--- src/rtl/gpio_pkg.sv ---
package gpio_pkg;

  typedef enum logic [1:0] {
    SEL_PORT  = 2'd0,
    SEL_LATCH = 2'd1,
    SEL_DIR   = 2'd2,
    SEL_CFG   = 2'd3
  } reg_sel_e;

  localparam int unsigned WIDTH = 8;

  // A direction bit of 1 means input, so the driver enable is its inverse.
  function automatic logic [WIDTH-1:0] dir_to_oe(input logic [WIDTH-1:0] dir);
    return ~dir;
  endfunction

  // Writes to the port address and to the latch address share one latch.
  function automatic logic hits_latch(input reg_sel_e sel);
    return (sel == SEL_PORT) || (sel == SEL_LATCH);
  endfunction

endpackage

--- src/rtl/gpio_port_regs.sv ---
module gpio_port_regs
  import gpio_pkg::*;
#(
  parameter int unsigned W = 8
) (
  input  logic         clk,
  input  logic         rst_n,
  input  reg_sel_e     sel,
  input  logic         wr,
  input  logic [W-1:0] wdata,
  output logic [W-1:0] latch_q,
  output logic [W-1:0] dir_q,
  output logic         port_sel_q
);

  logic latch_we;
  logic dir_we;
  logic cfg_we;

  assign latch_we = wr && hits_latch(sel);
  assign dir_we   = wr && (sel == SEL_DIR);
  assign cfg_we   = wr && (sel == SEL_CFG);

  always_ff @(posedge clk or negedge rst_n) begin
    if (!rst_n) begin
      latch_q    <= '0;
      dir_q      <= '1;
      port_sel_q <= 1'b0;
    end else begin
      if (latch_we) latch_q <= wdata;
      if (dir_we)   dir_q   <= wdata;
      if (cfg_we)   port_sel_q <= wdata[0];
    end
  end

  AST_LATCH_LOAD: assert property (@(posedge clk) disable iff (!rst_n)
    latch_we |=> (latch_q == $past(wdata)))
    else $error("latch load");
  AST_LATCH_HOLD: assert property (@(posedge clk) disable iff (!rst_n)
    !latch_we |=> $stable(latch_q))
    else $error("latch hold");
  AST_DIR_LOAD: assert property (@(posedge clk) disable iff (!rst_n)
    dir_we |=> (dir_q == $past(wdata)))
    else $error("dir load");

endmodule

--- src/rtl/gpio_pin_sync.sv ---
module gpio_pin_sync #(
  parameter int unsigned W      = 8,
  parameter int unsigned STAGES = 2
) (
  input  logic         clk,
  input  logic         rst_n,
  input  logic [W-1:0] pin_in,
  output logic [W-1:0] pin_sync
);

  logic [W-1:0] chain [STAGES+1];
  logic         run_q;

  assign chain[0] = pin_in;
  assign pin_sync = chain[STAGES];

  always_ff @(posedge clk or negedge rst_n) begin
    if (!rst_n) run_q <= 1'b0;
    else        run_q <= 1'b1;
  end

  for (genvar g = 0; g < STAGES; g++) begin : g_stage
    always_ff @(posedge clk or negedge rst_n) begin
      if (!rst_n) chain[g+1] <= '0;
      else        chain[g+1] <= chain[g];
    end

    AST_SYNC_STAGE: assert property (@(posedge clk) disable iff (!rst_n)
      run_q |=> (chain[g+1] == $past(chain[g])))
      else $error("sync stage");
  end

endmodule

--- src/rtl/gpio_pad_mux.sv ---
module gpio_pad_mux
  import gpio_pkg::*;
#(
  parameter int unsigned W = 8
) (
  input  logic         port_sel,
  input  logic [W-1:0] latch_q,
  input  logic [W-1:0] dir_q,
  input  logic [W-1:0] bus_dout,
  input  logic         bus_drive,
  input  logic [W-1:0] pad_in,
  output logic [W-1:0] pad_out,
  output logic [W-1:0] pad_oe,
  output logic [W-1:0] bus_din
);

  always_comb begin
    if (port_sel) begin
      pad_out = latch_q;
      pad_oe  = dir_to_oe(dir_q);
      bus_din = '0;
    end else begin
      pad_out = bus_dout;
      pad_oe  = {W{bus_drive}};
      bus_din = pad_in;
    end
  end

endmodule

--- src/rtl/gpio_busmux_port.sv ---
module gpio_busmux_port
  import gpio_pkg::*;
#(
  parameter int unsigned W           = 8,
  parameter int unsigned SYNC_STAGES = 2
) (
  input  logic         clk,
  input  logic         rst_n,
  input  logic [1:0]   reg_addr,
  input  logic         reg_wr,
  input  logic         reg_rd,
  input  logic [W-1:0] reg_wdata,
  output logic [W-1:0] reg_rdata,
  input  logic [W-1:0] pad_in,
  output logic [W-1:0] pad_out,
  output logic [W-1:0] pad_oe,
  input  logic [W-1:0] bus_dout,
  input  logic         bus_drive,
  output logic [W-1:0] bus_din,
  output logic         bus_mode
);

  reg_sel_e     sel;
  logic [W-1:0] latch_q;
  logic [W-1:0] dir_q;
  logic         port_sel_q;
  logic [W-1:0] pin_sync;

  assign sel      = reg_sel_e'(reg_addr);
  assign bus_mode = !port_sel_q;

  gpio_port_regs #(.W(W)) u_regs (
    .clk        (clk),
    .rst_n      (rst_n),
    .sel        (sel),
    .wr         (reg_wr),
    .wdata      (reg_wdata),
    .latch_q    (latch_q),
    .dir_q      (dir_q),
    .port_sel_q (port_sel_q)
  );

  gpio_pin_sync #(.W(W), .STAGES(SYNC_STAGES)) u_sync (
    .clk      (clk),
    .rst_n    (rst_n),
    .pin_in   (pad_in),
    .pin_sync (pin_sync)
  );

  gpio_pad_mux #(.W(W)) u_mux (
    .port_sel  (port_sel_q),
    .latch_q   (latch_q),
    .dir_q     (dir_q),
    .bus_dout  (bus_dout),
    .bus_drive (bus_drive),
    .pad_in    (pad_in),
    .pad_out   (pad_out),
    .pad_oe    (pad_oe),
    .bus_din   (bus_din)
  );

  always_comb begin
    reg_rdata = '0;
    if (reg_rd) begin
      unique case (sel)
        SEL_PORT:  reg_rdata = pin_sync;
        SEL_LATCH: reg_rdata = latch_q;
        SEL_DIR:   reg_rdata = dir_q;
        SEL_CFG:   reg_rdata = {{(W-1){1'b0}}, port_sel_q};
        default:   reg_rdata = '0;
      endcase
    end
  end

  AST_PORT_OE_MASK: assert property (@(posedge clk) disable iff (!rst_n)
    !bus_mode |-> ((pad_oe & dir_q) == '0))
    else $error("input pin driven");
  AST_BUS_IN_QUIET: assert property (@(posedge clk) disable iff (!rst_n)
    (sel == SEL_PORT && port_sel_q) |-> (bus_din == '0))
    else $error("bus input leaks");

endmodule

--- config.mk ---
export PLATFORM = sky130hd
export DESIGN_NAME = gpio_busmux_port
export DESIGN_NICKNAME = d
export VERILOG_FILES = /design/src/rtl/gpio_pkg.sv /design/src/rtl/gpio_port_regs.sv /design/src/rtl/gpio_pin_sync.sv /design/src/rtl/gpio_pad_mux.sv /design/src/rtl/gpio_busmux_port.sv
export SDC_FILE = /design/constraint.sdc
export NUM_CORES = 1
export LEC_CHECK = 0
export BUFFER_PORTS_ARGS = -buffer_cell sky130_fd_sc_hd__buf_2
export CAP_MARGIN = 20
export CELL_PAD_IN_SITES_DETAIL_PLACEMENT = 0
export CELL_PAD_IN_SITES_GLOBAL_PLACEMENT = 2
export CORE_AREA = 8 8 83 85
export CTS_BUF_LIST = sky130_fd_sc_hd__clkbuf_4
export DETAILED_ROUTE_END_ITERATION = 16
export DIE_AREA = 0 0 91 93
export GPL_TIMING_DRIVEN = 0
export PLACE_DENSITY_LB_ADDON = 0.1
export SLEW_MARGIN = 20
export SYNTH_ARGS = -nofsm -noshare
export SYNTH_HDL_FRONTEND = slang
export SYNTH_SLANG_ARGS = --single-unit
export TNS_END_PERCENT = 10
--- constraint.sdc ---
create_clock -name clk -period 1.2 [get_ports clk]
set_input_delay 0.24 -clock clk [delete_from_list [all_inputs] [get_ports clk]]
set_output_delay 0.24 -clock clk [all_outputs]
set_load 0.02 [all_outputs]
* Word-level counts from Yosys, hierarchy flattened
Index checks and enable logic that the tools add are counted.
** Cells by class
- Equality and inequality tests :: 3
- Multiplexer cells :: 5
- Bitwise logic cells :: 1
- Reductions and logical operators :: 6
** Operators with widths (count)
- $mux W8 :: 4
- $pmux W8 S4 :: 1
- $not A8 Y8 :: 1
- $eq A2 B2 Y1 const B :: 2
- $logic_and A1 B1 Y1 :: 3
- $eq A2 B1 Y1 const B :: 1
- $logic_not A2 Y1 :: 1
- $logic_not A1 Y1 :: 1
- $logic_or A1 B1 Y1 :: 1
** Storage, ports and cells
- Bits in registers :: 33
- Input port bits :: 31
- Output and inout port bits :: 33
- Word-level logic and storage cells :: 20

* Logic depth before layout (Yosys ltp)
Gate-level depths: netlist (run 1).
- Word-level depth :: 3
- Gate-level depth with buffers :: 5
- Gate-level depth less buffers :: 3

* Modules after synthesis
Synthesis (run 1) repeated with hierarchy kept, for this count alone.
** Second synthesis, totals
- Cells, all modules :: 125
- Area total of the unflattened synthesis :: 1660.3 µm²
** By module, submodules not included
- gpio_port_regs :: instances 1, cells each 38, area each 699.4 µm², sequential area each 435.4 µm²
- gpio_pin_sync :: instances 1, cells each 24, area each 460.4 µm², sequential area each 400.4 µm²
- gpio_busmux_port :: instances 1, cells each 34, area each 257.7 µm², sequential area each 0.0 µm²
- gpio_pad_mux :: instances 1, cells each 29, area each 242.7 µm², sequential area each 0.0 µm²

* Worst setup path before layout (run 1)
OpenSTA, ideal clock, no wires.
- Path type :: reg-to-output
- Start :: reg u_regs.port_sel_q
- End :: out pad_oe[6]
- Data arrival time :: 1.289 ns
- Required time :: 0.960 ns
- Slack :: -0.329 ns
- Stages on the path, launching flop included :: 5
- Buffers on the path :: 2
- Cell sequence :: dfrtp_1 buf_6 buf_2 inv_1 o21ai_0
** On the way
- Word-level cells in the longest chain between the ends :: 1
** Ends and longest elaborated chain
- start: declaration :: RTL line gpio_port_regs.sv:13 : output logic port_sel_q
- start signal: assignment :: RTL line gpio_port_regs.sv:32 : if (cfg_we) port_sel_q <= wdata[0];
- $mux W8 :: RTL line gpio_pad_mux.sv:18 : if (port_sel) begin
- end: declaration :: RTL line gpio_busmux_port.sv:16 : output logic [W-1:0] pad_oe,
No other way between the ends.

* Worst setup path after layout (run 1)
- Start :: reg u_regs.port_sel_q
- End :: out reg_rdata[0]
** On the way
- Word-level cells in the longest chain between the ends :: 2
** Ends and longest elaborated chain
- $pmux W8 S4 :: RTL line gpio_busmux_port.sv:65 : unique case (sel)
- $mux W8 :: RTL line gpio_busmux_port.sv:64 : if (reg_rd) begin
- end: declaration :: RTL line gpio_busmux_port.sv:13 : output logic [W-1:0] reg_rdata,
No other way between the ends.

==> results of run 1 <==
worst max-delay path, cell delays in order (launching register included):
cell	delay [ns]
dfrtp_2	0.45
mux4_2	0.47
and2_4	0.17
buf_6	0.12
Yosys cell counts:
master	instances	area, um2
nand2b_1	2	12.5
nor2_1	1	3.75
nand2_1	7	26.3
clkbuf_1	2	7.51
buf_6	2	22.5
nor2b_1	9	56.3
inv_1	1	3.75
mux2_2	25	282
o22ai_1	6	37.5
buf_2	2	10.0
mux2i_1	7	70.1
a21oi_1	7	35.0
and2_1	2	12.5
dfrtp_1	25	626
nand3_1	1	5.00
dfstp_2	8	210
mux4_2	1	22.5
nand3b_2	1	11.3
o21ai_0	2	10.0
nand3b_1	1	7.51
power by group:
part | switching [W] | leakage, nW | internal (W) | total [W]
sequential | 0.0000934 | 0.375 | 0.00128 | 0.00137
combinational | 0.000599 | 0.628 | 0.000608 | 0.00121
clock | 0.000362 | 0.0354 | 0.000245 | 0.000607
cell families (layout without fill, tap and decap cells):
family / Yosys count / count (layout) / share of synthesized area, %
buffers and inverters: 7 / 91 / 2.98
muxes: 33 / 33 / 25.4
and+or+nand+nor: 24 / 24 / 9.18
AOI/OAI and AO/OA: 15 / 15 / 5.61
DFF: 33 / 33 / 56.8
layout make-up:
cell class                      instances  area (um2)
Timing Repair Buffer                   77         549
Multi-Input combinational cell         72         638
Clock inverter                          2        10.0
Inverter                                1        3.75
Sequential cell                        33         837
Tap cell                               75        93.8
Fill cell                             574        3440
Clock buffer                            6        45.0
Buffer                                  5        53.8
per-layer routing:
| metal | global-route usage [%] | wire length, um |
|---|---|---|
| met5 | 0 | 0 |
| met4 | 4.50 | 96 |
| met3 | 4.65 | 278 |
| met2 | 18.3 | 2250 |
| met1 | 11.7 | 1830 |
repair_timing:
action | 4_1_cts | 5_1_grt
endpoints found under the setup margin | 34 | 34
buffers inserted | 7 | 0
hold buffers | 3 | 4
gates resized for setup | 34 | 20
endpoints found under the hold margin | 27 | 4
cloned | 1 | 0
pin swaps | 2 | 0
sequential cells by signal (all words and copies together), names as in the netlist:
signal,flops
u_regs.latch_q,8
u_regs.dir_q,8
u_regs.port_sel_q,1
u_sync.pin_sync,8
u_sync.chain,8
stage by stage:
step	setup TNS (ns)	setup slack, ns	cell area (um2)
floorplan	-1.50	-0.156	1480
global placement	-7.66	-0.469	1880
detailed placement	-7.85	-0.453	1880
CTS	-15.92	-0.648	2150
global route	-15.89	-0.637	2230
finish	-13.31	-0.575	2230
worst min-delay path by stage:
| stage | start | end | slack (ns) |
|---|---|---|---|
| CTS | pad_in[7] | u_sync.chain[15] | 0.004 |
| floorplan | rst_n | u_regs.latch_q[0] | -0.06 |
| detailed placement | u_sync.chain[12] | u_sync.pin_sync[4] | 0.34 |
| global placement | u_sync.chain[11] | u_sync.pin_sync[3] | 0.33 |
| finish | pad_in[6] | u_sync.chain[14] | 0.02 |
| global route | pad_in[2] | u_sync.chain[10] | 0.002 |
==> results by stage, run 1 <==
Outcome:
- The run finished, with violations left.
- The final reports fail on setup timing.

Layout:
- Cells fill 39.3% of the core in the end.
- The antenna diode count is 0.
- The fraction of final layout cells sized beyond drive strength 1 is 66.3%.
- Compared with the post-synthesis result, the final layout area differs by 51.6%.
- In the final design database the tool counted 226 nets.
- The most common library cell in the layout ignoring fill and taps is buf_2.
- In the layout the commonest cells are buf_2, buf_4, mux2_2, dfrtp_1.
- The count of cells in the finished layout, fillers not included, comes to approximately 270.

Placement:
- The port buffer count is 62.
- The post-placement cell count is 249.
- Once detailed placement completed, the half-perimeter wirelength came to 3170 um.
- The final RePlAce weighted congestion is roughly 0.75.

Timing:
- Setup repair after global routing could not meet its margin everywhere.
- The normalized max-slew margin is 51.1%.
- Setup slack on the critical path of the routed design comes to -0.575 ns.
- The clock skew is approximately 0.00032 ns.
- Setup violations remaining at the end of the flow were counted as 33.
- The time the worst path needs with I/O delays and setup is 1.78 ns.
- Timing would allow up to 563 MHz.
- At the pin with the least slew margin, the transition time is approximately 0.73 ns.
- The number of failing hold endpoints at the final stage was 0.
- The final number of max-transition violations is 0.
- The final period utilization is 148%.
- Hold timing on the final database bottoms out at a slack of 0.0200 ns.

Logic synthesis:
- The synthesized netlist net count is 143.
- The cell count after synthesis is about 110.
- The mapped cell area is about 1500 um2.
- The number of storage elements in the synthesis netlist is 33.
- Yosys printed 0 warnings.
- A synthesized cell averages 13.1 um2.
- The count of distinct cell types in the synthesized netlist is 20.
- The share of synthesized area occupied by flip-flops and latches is 56.8%.

GRT:
- The number of global-route vias before repair is 1335.
- The first-pass GRT wire length is about 7100 um.
- Global routing finished with a remaining overflow of 0.
- The initial antenna violation count is 0.
- The maximum number of pins on one net before global-route repair is 34.
- Global routing consumed, over all layers together, 10.8% of the routing resources.

Clock network:
- The number of levels in the clock H-tree is 2.
- The clock passes through at most 2 buffers.
- TritonCTS built the clock tree.
- Buffers inserted during clock tree synthesis total 5.
- The clock sink total is 33.
- The clock insertion delay at the later pin of the skew report is approximately 0.32 ns.
- Clock-pin slew was measured on the worst setup and hold paths at around 0.1 ns.
- The cell chosen for the clock root is clkbuf_4.

Worst hold path:
- The count of cells along the worst hold path is 1.
- The path class of the lowest-slack min-delay path is input port to register.

Worst setup path:
- The cell count of the worst reg-to-reg path is 3.
- The destination of the worst register-to-register timing path is u_regs.port_sel_q.
- The most critical setup path has its startpoint at u_regs.port_sel_q.
- STA classifies the critical path startpoint as a register.
- The critical path is of the register to output pin type.
- The worst setup path is captured at an output pin.
- The worst register-to-register path begins at u_regs.port_sel_q.
- Following the worst setup path forward leads to its endpoint at reg_rdata[0].
- Data on the critical path arrives at its endpoint at 1.54 ns.
- The register-to-register path setup slack is roughly 0.050 ns.
- The required time of the critical path is 0.96 ns.
- Along the worst path, the maximum fanout reaches 4.

Route:
- Dividing the detail-routed via count by the number of cells gives around 4.4.
- The total wire length after detailed routing is ~4500 um.
- The first-pass iteration count of the detailed router is 2.
- The count of antenna-violating nets left after detailed routing is 0.
- The via count is 1192.
- The number of DRC markers after the initial detailed-route iteration is 17.
- The final routed DRC violation total is 0.
- The average wire per cell in the routed design is 16.4 um.

Floorplanning:
- The die extent in x is about 90 um.
- The chip height is just over 90 um.
- The initial standard-cell utilization of the core is about a quarter.
- The core region is around 5700 um2.
- After floorplanning, the core was divided into 28 placement rows.
- The die covers 8460 um2.
- Pin placement for this block handled 64 I/O pins.

Power:
- For this design the static power due to leakage is 1.04 nW.
- Total power for the finished layout comes to 0.00319 W.
- Dividing total power by cell area gives a power density of 1430 nW/um2.
- The worst ir drop on vdd is 0.554 mV.

Flow run:
- The number of max-cap violations is 0.
Note: power is estimated with default switching activity, not from simulation.
==> run 2: changes to the inputs <==
BUFFER_PORTS_ARGS = -buffer_cell sky130_fd_sc_hd__clkbuf_2   (was -buffer_cell sky130_fd_sc_hd__buf_2)
PLACE_DENSITY = 0.85   (was not set)
PLACE_DENSITY_LB_ADDON = not set   (was 0.1)
==> run 2 against run 1 <==
The flow finishes with violations (hold timing, setup timing); final cell count fell by 3.0%; clock skew increased by 0.0088 ns; via count fell by 4.2%; non-clock buffer count shrank 7; routed wire length down 7.5%; combinational power fell by 4%; clock power is 5.1% lower; first-iteration DRC count fell by 18%; hold slack worse by 0.036 ns; utilization decreased by 1.9 points; largest cell class unchanged; largest power group unchanged; highest routed layer unchanged.
==> results by stage, run 2 (synthesis results as in run 1) <==
Outcome:
- The run finished, with violations left.
- The checks that failed: hold timing, setup timing.

Clock network:
- The buffer depth of the longest clock path is 2.
- The cell chosen for the clock root is clkbuf_4.
- CTS saw 33 sinks.
- The total CTS buffers is 5.
- The H-tree generated during clock tree synthesis spans 2 levels.
- At the later pin of the worst-skew pair, clock insertion delay measures 0.32 ns.
- The CTS tree is built.
- The CTS clock-pin slew for the worst setup and hold paths is 0.09 ns.
- Hold repair after CTS inserted 0 buffers.

Timing:
- The worst pin sits at a relative slew slack of between 40% and 50%.
- The post-route setup TNS is -14.51 ns.
- The post-layout worst setup margin is -0.621 ns.
- The number of failing hold endpoints at the final stage is 25.
- The time the worst path needs with I/O delays and setup is 1.82 ns.
- Final hold analysis gives a worst-case slack of -0.0161 ns.
- Setup repair after global routing could not meet its margin everywhere.
- The final period utilization is 152%.
- The transition time at the pin with the least slew margin is 0.782 ns.
- Setup violations remaining at the end of the flow were counted as 33.
- The highest achievable clock rate is about 550 MHz.
- The clock skew is ~0.009 ns.
- The final number of max-transition violations is 0.

Route:
- The detailed router finished its first iteration with 14 violations.
- Before antenna repair, the detailed router went through 4 iterations.
- The final routed DRC violation total is 0.
- The via density per instance is 4.34.
- The count of antenna-violating nets left after detailed routing is 0.
- After detailed routing, the met2 layer carries 1790 um of wire.
- In the final routed layout, each cell accounts on average for 15.7 um.
- The via count is ~1.1k.
- The met3 layer wire length in the routed design is 424 um.
- The total wire length after detailed routing is 4120 um.
- The highest metal layer with signal wires is met4.
- For this block, wires on met1 add up to 1840 um.

Layout:
- The finished cells cover 2120 um2.
- The final standard cell count with taps included and fillers excluded is 263.
- The most common library cell in the layout ignoring fill and taps is clkbuf_2.
- The post-synthesis to final-layout area growth is 44.3%.
- The number of nets in the layout is 219.
- After filler insertion, the fill cell instance count of the layout stands at 566.
- The antenna diode count is 0.
- The top cell types in the final layout, fill and taps aside, are clkbuf_2, mux2_2, dfrtp_1, buf_4.
- In the final layout, flip-flops and latches occupy 836 um2.
- Cells fill 37.4% of the core in the end.
- Summing all multi-input logic gate instances after layout gives 614 um2.
- The post-route netlist has 65.4% of its cells at a drive strength greater than 1.

Placement:
- The pre-CTS worst setup slack is -0.376 ns.
- Including well taps, the total number of placed cells is 249.
- After detailed placement, the total cell area comes to roughly 1900 um2.
- The congestion estimate from routability-driven global placement came to between 0.7 and 0.8.
- The port buffer count is 62.
- After legalization and detailed placement, the total HPWL measured 3060 um.

GRT:
- The maximum number of pins on one net before global-route repair is 34.
- Global routing used under 10% of the available tracks across all layers.
- The aggregate global routing overflow is 0.
- The first-pass GRT wire length is 6560 um.
- The initial antenna violation count came to 0.
- The number of global-route vias before repair was about 1.3k.

Floorplanning:
- In this run the standard cell core region covers 5680 um2.
- The initialized floorplan defines 28 standard-cell rows.
- The I/O pin count is 64.
- The die extent in x is 91 um.
- Measured along the y axis, the die boundary spans slightly above 90 um.
- The die covers 8460 um2.
- The initial standard-cell utilization of the core is 25.9%.

Power:
- IR analysis of the VDD net gives a maximum drop of roughly 0.89 mV.
- The sequential share of power is 43.9%.
- For this design the static power due to leakage is about 1 nW.
- The net switching power of the design is 0.00101 W.
- For this design the ratio of total power to cell area is 1460 nW/um2.
- The switching portion of total power is 32.8%.
- The internal power component is 0.00208 W.
- The share of total power in combinational logic is 37.5%.
- The share of power burned in the clock network is 18.6%.

Worst hold path:
- The path class of the lowest-slack min-delay path is input port to async pin.

Worst setup path:
- STA classifies the critical path startpoint as a register.
- The critical path class is register to output pin.
- Along the worst path, the maximum fanout reaches 6.
- The capture point of the critical path is reg_rdata[0].
- The startpoint of the most critical setup path is u_regs.port_sel_q.
- The startpoint identified for the worst register-to-register timing path is u_regs.port_sel_q.
- STA puts the critical path data required time at approximately 0.96 ns.
- The cell count of the worst reg-to-reg path is 3.
- In this run the critical register-to-register path is captured at u_regs.port_sel_q.
- The register-to-register path setup slack is 0.11 ns.
- STA classifies the critical path endpoint as an output pin.
- The arrival time reported for the critical path endpoint is around 1.6 ns.

Flow run:
- The tool flagged a number of max-cap violations equal to 0.
==> run 2: layout make-up <==
| type | count | area share (%) |
|---|---|---|
| repair buffers | 69 | 22.1 |
| flip-flops and latches | 33 | 39.4 |
| well taps | 75 | 4.42 |
| clock buffers | 6 | 2.12 |
| inverters | 1 | 0.295 |
| plain buffers | 6 | 2.59 |
| multi-input cells | 72 | 28.9 |
| clock inverters | 1 | 0.177 |
==> run 2: per-stage QoR <==
step | hold WS [ns] | power [W]
2_1_floorplan | -0.0556 | 0.00197
3_3_place_gp | 0.332 | 0.00231
4_1_cts | 0.000865 | 0.00302
6_report | -0.0161 | 0.00310
3_5_place_dp | 0.335 | 0.00233
5_1_grt | 0.0154 | 0.00327
==> run 2: worst min path at each step <==
stage	to	cells after the start
finish	u_regs.latch_q[5]	1
global route	u_sync.chain[15]	1
detailed placement	u_sync.pin_sync[4]	0
CTS	u_regs.latch_q[5]	1
floorplan	u_regs.latch_q[0]	0
global placement	u_sync.pin_sync[6]	0
==> run 2: power groups by stage <==
| stage | Clock, W | Sequential (W) | Combinational [W] |
|---|---|---|---|
| after floorplan | 0 | 0.00135 | 0.000619 |
| after global placement | 0 | 0.00137 | 0.000941 |
| after detailed placement | 0 | 0.00138 | 0.000950 |
| after CTS | 0.000602 | 0.00136 | 0.00106 |
| after global routing | 0.000639 | 0.00138 | 0.00125 |
| final | 0.000576 | 0.00136 | 0.00116 |
==> run 2: per-layer routing <==
layer / track usage, % / vias to the layer above
li1: - / 547
met2: 14.3 / 54
met3: 4.89 / 7
met4: 3.41 / 0
met1: 12.5 / 534
met5: 0 / -
==> run 2: critical path, cell delays in order (launching register included) <==
cell and delay [ns]:
dfrtp_1 0.39, buf_6 0.13, mux4_2 0.45, and2_4 0.17
buf_8 0.12
==> run 2: what timing repair did <==
action / in CTS / in global routing
endpoints found under the setup margin: 34 / 33
gates resized for setup: 29 / 47
buffers inserted: 4 / 3
cloned: 0 / 0
pin swaps: 1 / 0
==> run 3: changes to the inputs <==
CORE_AREA = 8 8 80 82   (was 8 8 83 85)
DIE_AREA = 0 0 88 90   (was 0 0 91 93)
PLACE_DENSITY = 0.88   (was 0.85)
clock period = 1.95 ns   (was 1.2 ns; I/O delays follow)
==> run 3 against run 2 <==
The flow finishes with violations (setup timing); clock-buffer cell count decreased by 1; setup slack improved by 0.59 ns; design area decreased by 7.4%; global-route usage increased by 0.58 points; via count decreased by 0.44%; sequential power decreased by 39%; register-to-register slack improved by 0.71 ns; first-iteration DRC count increased by 140%; utilization increased by 0.15 points; routed wire length decreased by 3.8%; critical path type unchanged; largest cell class unchanged.
==> results by stage, run 3 (synthesis results as in run 1) <==
Worst setup path:
- The endpoint identified for the worst register-to-register timing path is u_regs.port_sel_q.
- The register-to-register path setup slack is 0.82 ns.
- The maximum fanout along the worst path is 6.
- The arrival time reported for the critical path endpoint is 1.60 ns.
- In this run the critical register-to-register path is launched from u_regs.port_sel_q.
- For this design, the slowest cell found on the critical path is mux4_2.
- The critical path class is register to output pin.
- The required time of the critical path is 1.56 ns.
- The signal on the critical path passes through buf_6 > mux4_2 > and2_4 > buf_6.
- In this design, the critical path's most frequently occurring cell is buf_6.
- The delay of the slowest cell on the worst path is around 0.46 ns.
- The startpoint type of the worst setup path is a register.
- The kind of capture point of the worst setup path is an output pin.
- The cell count of the worst reg-to-reg path is 3.

Route:
- The count of antenna-violating nets left after detailed routing is 0.
- In the final routed layout, each cell accounts on average for 15.4 um.
- After the first detailed-routing iteration, the DRC count stood at 33.
- In the routed layout, each cell is associated on average with a via count of between 4 and 5.
- The via count is 1137.
- For this run, the detailed router's first-pass iteration total came to 4.
- The final routed DRC violation total is 0.
- After detailed routing, the total wire length is 3970 um.

Timing:
- In the post-route analysis, the smallest setup slack over all paths is -0.0358 ns.
- The worst path in the final design needs a cycle of 1.99 ns, including I/O delays and setup.
- After routing, the total negative slack on setup checks comes to -0.0358 ns.
- The clock skew is 0.000547 ns.
- The final period utilization is 102%.
- The final number of max-transition violations was 0.
- For this run, the top clock speed supported by timing is 504 MHz.
- At the pin with the least slew margin, the transition time is 0.803 ns.
- Setup violations remaining at the end of the flow were counted as 1.
- The number of failing hold endpoints at the final stage came to 0.
- The normalized max-slew margin is between 40% and 50%.
- Setup repair after global routing could not meet its margin everywhere.
- The tightest hold path in the finished design has a slack of roughly 0.11 ns.

Floorplanning:
- The chip height is 90 um.
- Row generation in the floorplan step produced 27 rows.
- The area of the core is 5240 um2.
- The initial standard-cell utilization of the core is approximately 28%.
- The die area is approximately 8000 um2.
- The I/O pin count is 64.
- Measured along the x axis, the die boundary spans roughly 88 um.

Clock network:
- For the worst-skew pair, the clock arrives at the later sink with an insertion delay of 0.34 ns.
- The CTS clock-pin slew for the worst setup and hold paths is 0.11 ns.
- The clock passes through at most 2 buffers.
- The total CTS buffers is 5.
- The tree is rooted in a clkbuf_4.
- The clock drives 33 sinks.
- The hold-fix buffer count after cts is 0.
- The CTS tree is built.
- The H-tree was split into 2 levels.

Power:
- The internal power component is 0.00118 W.
- For this design the static power due to leakage is between 0.9 and 1 nW.
- The switching portion of total power is 34.8%.
- In this run the power spent charging and discharging nets is 0.000627 W.
- The share of total power dissipated in the clock network is 20.7%.
- Across the VDD grid, the largest voltage drop is 0.452 mV.
- The sequential share of power is 46.4%.
- The share of total power in combinational logic is between 30% and 40%.
- The ratio of total power to cell area is about 920 nW/um2.

Layout:
- The fraction of final layout cells sized beyond drive strength 1 is just over 60%.
- The most common library cell in the layout ignoring fill and taps is clkbuf_2.
- The number of nets in the layout is 215.
- At the end of the flow the core is filled with cells to 37.6%.
- The top cell types in the final layout, fill and taps aside, are clkbuf_2, mux2_2, dfrtp_1, nor2b_1, dfstp_2.
- Compared with the post-synthesis result, the final layout area differs by 33.7%.
- 0 antenna diodes ended up in the layout.
- The final standard cell count with taps included and fillers excluded is 257.

GRT:
- The number of global-route vias before repair is 1280.
- The maximum number of pins on one net before global-route repair is 34.
- The aggregate global routing overflow is 0.
- The initial antenna violation count is 0.
- The first-pass GRT wire length is 6380 um.
- The global routing usage summed across all routing layers is 10.5%.

Outcome:
- The run finished, with violations left.
- The checks that failed: setup timing.

Worst hold path:
- In this run the worst hold path is classified as input port to async pin.

Placement:
- The post-placement cell count is 246.
- Input and output buffers added on the ports amount to 62.
- Routability-driven placement finished with a final weighted congestion of 0.758.
- Prior to clock tree synthesis, the placed netlist has a worst setup slack of 0.0839 ns.
- Detailed placement finished with a half-perimeter wire length of 3020 um.

Flow run:
- Max-cap violations in this run came to 0.
## run 3: worst max path at each step
stage                            from            to  slack, ns  cells after the start
global route        u_regs.port_sel_q  reg_rdata[0]      -0.08                      4
finish              u_regs.port_sel_q  reg_rdata[0]      -0.04                      4
floorplan           u_regs.port_sel_q     pad_oe[6]       0.27                      4
detailed placement             reg_rd  reg_rdata[2]       0.08                      4
CTS                 u_regs.port_sel_q  reg_rdata[0]      -0.10                      4
global placement               reg_rd  reg_rdata[2]       0.05                      4
## run 3: layout make-up
cell class | instances | area (um2)
clock buffers | 5 | 37.5
clock inverters | 3 | 17.5
flip-flops and latches | 33 | 836
multi-input cells | 72 | 602
plain buffers | 6 | 41.3
repair buffers | 65 | 339
inverters | 1 | 3.75
fillers | 532 | 3270
well taps | 72 | 90.1
## run 3: power by group through the flow
| stage | Combinational [W] | Sequential [W] | Clock (W) |
|---|---|---|---|
| final | 0.000594 | 0.000835 | 0.000373 |
| after global routing | 0.000642 | 0.000849 | 0.000419 |
| after CTS | 0.000580 | 0.000836 | 0.000387 |
| after detailed placement | 0.000575 | 0.000849 | 0 |
| after global placement | 0.000572 | 0.000845 | 0 |
| after floorplan | 0.000375 | 0.000829 | 0 |
## run 3: critical path: cells and delay by family, from the launching register on
kind	cells	cell delay, ns
multiplexers	1	0.46
flip-flops	1	0.38
buffers and inverters	2	0.25
AND/OR/NAND/NOR	1	0.17
## run 3: routing by layer
layer | global-route usage [%] | share of wire [%] | vias up
met1 | 12.4 | 44 | 544
li1 | - | - | 539
met2 | 15.8 | 45 | 48
met5 | 0 | 0 | -
met3 | 5.10 | 9.4 | 6
met4 | 4.02 | 1.4 | 0
## run 3: repair_timing
action,CTS,global route
setup buffers,0,3
gates resized for setup,2,5
endpoints found under the setup margin,13,9
## run 3: per-stage QoR
step | cell area, um2 | total power, W
global placement | 1870 | 0.00142
detailed placement | 1870 | 0.00142
CTS | 1930 | 0.00180
finish | 1970 | 0.00180
floorplan | 1470 | 0.00120
global route | 1970 | 0.00191
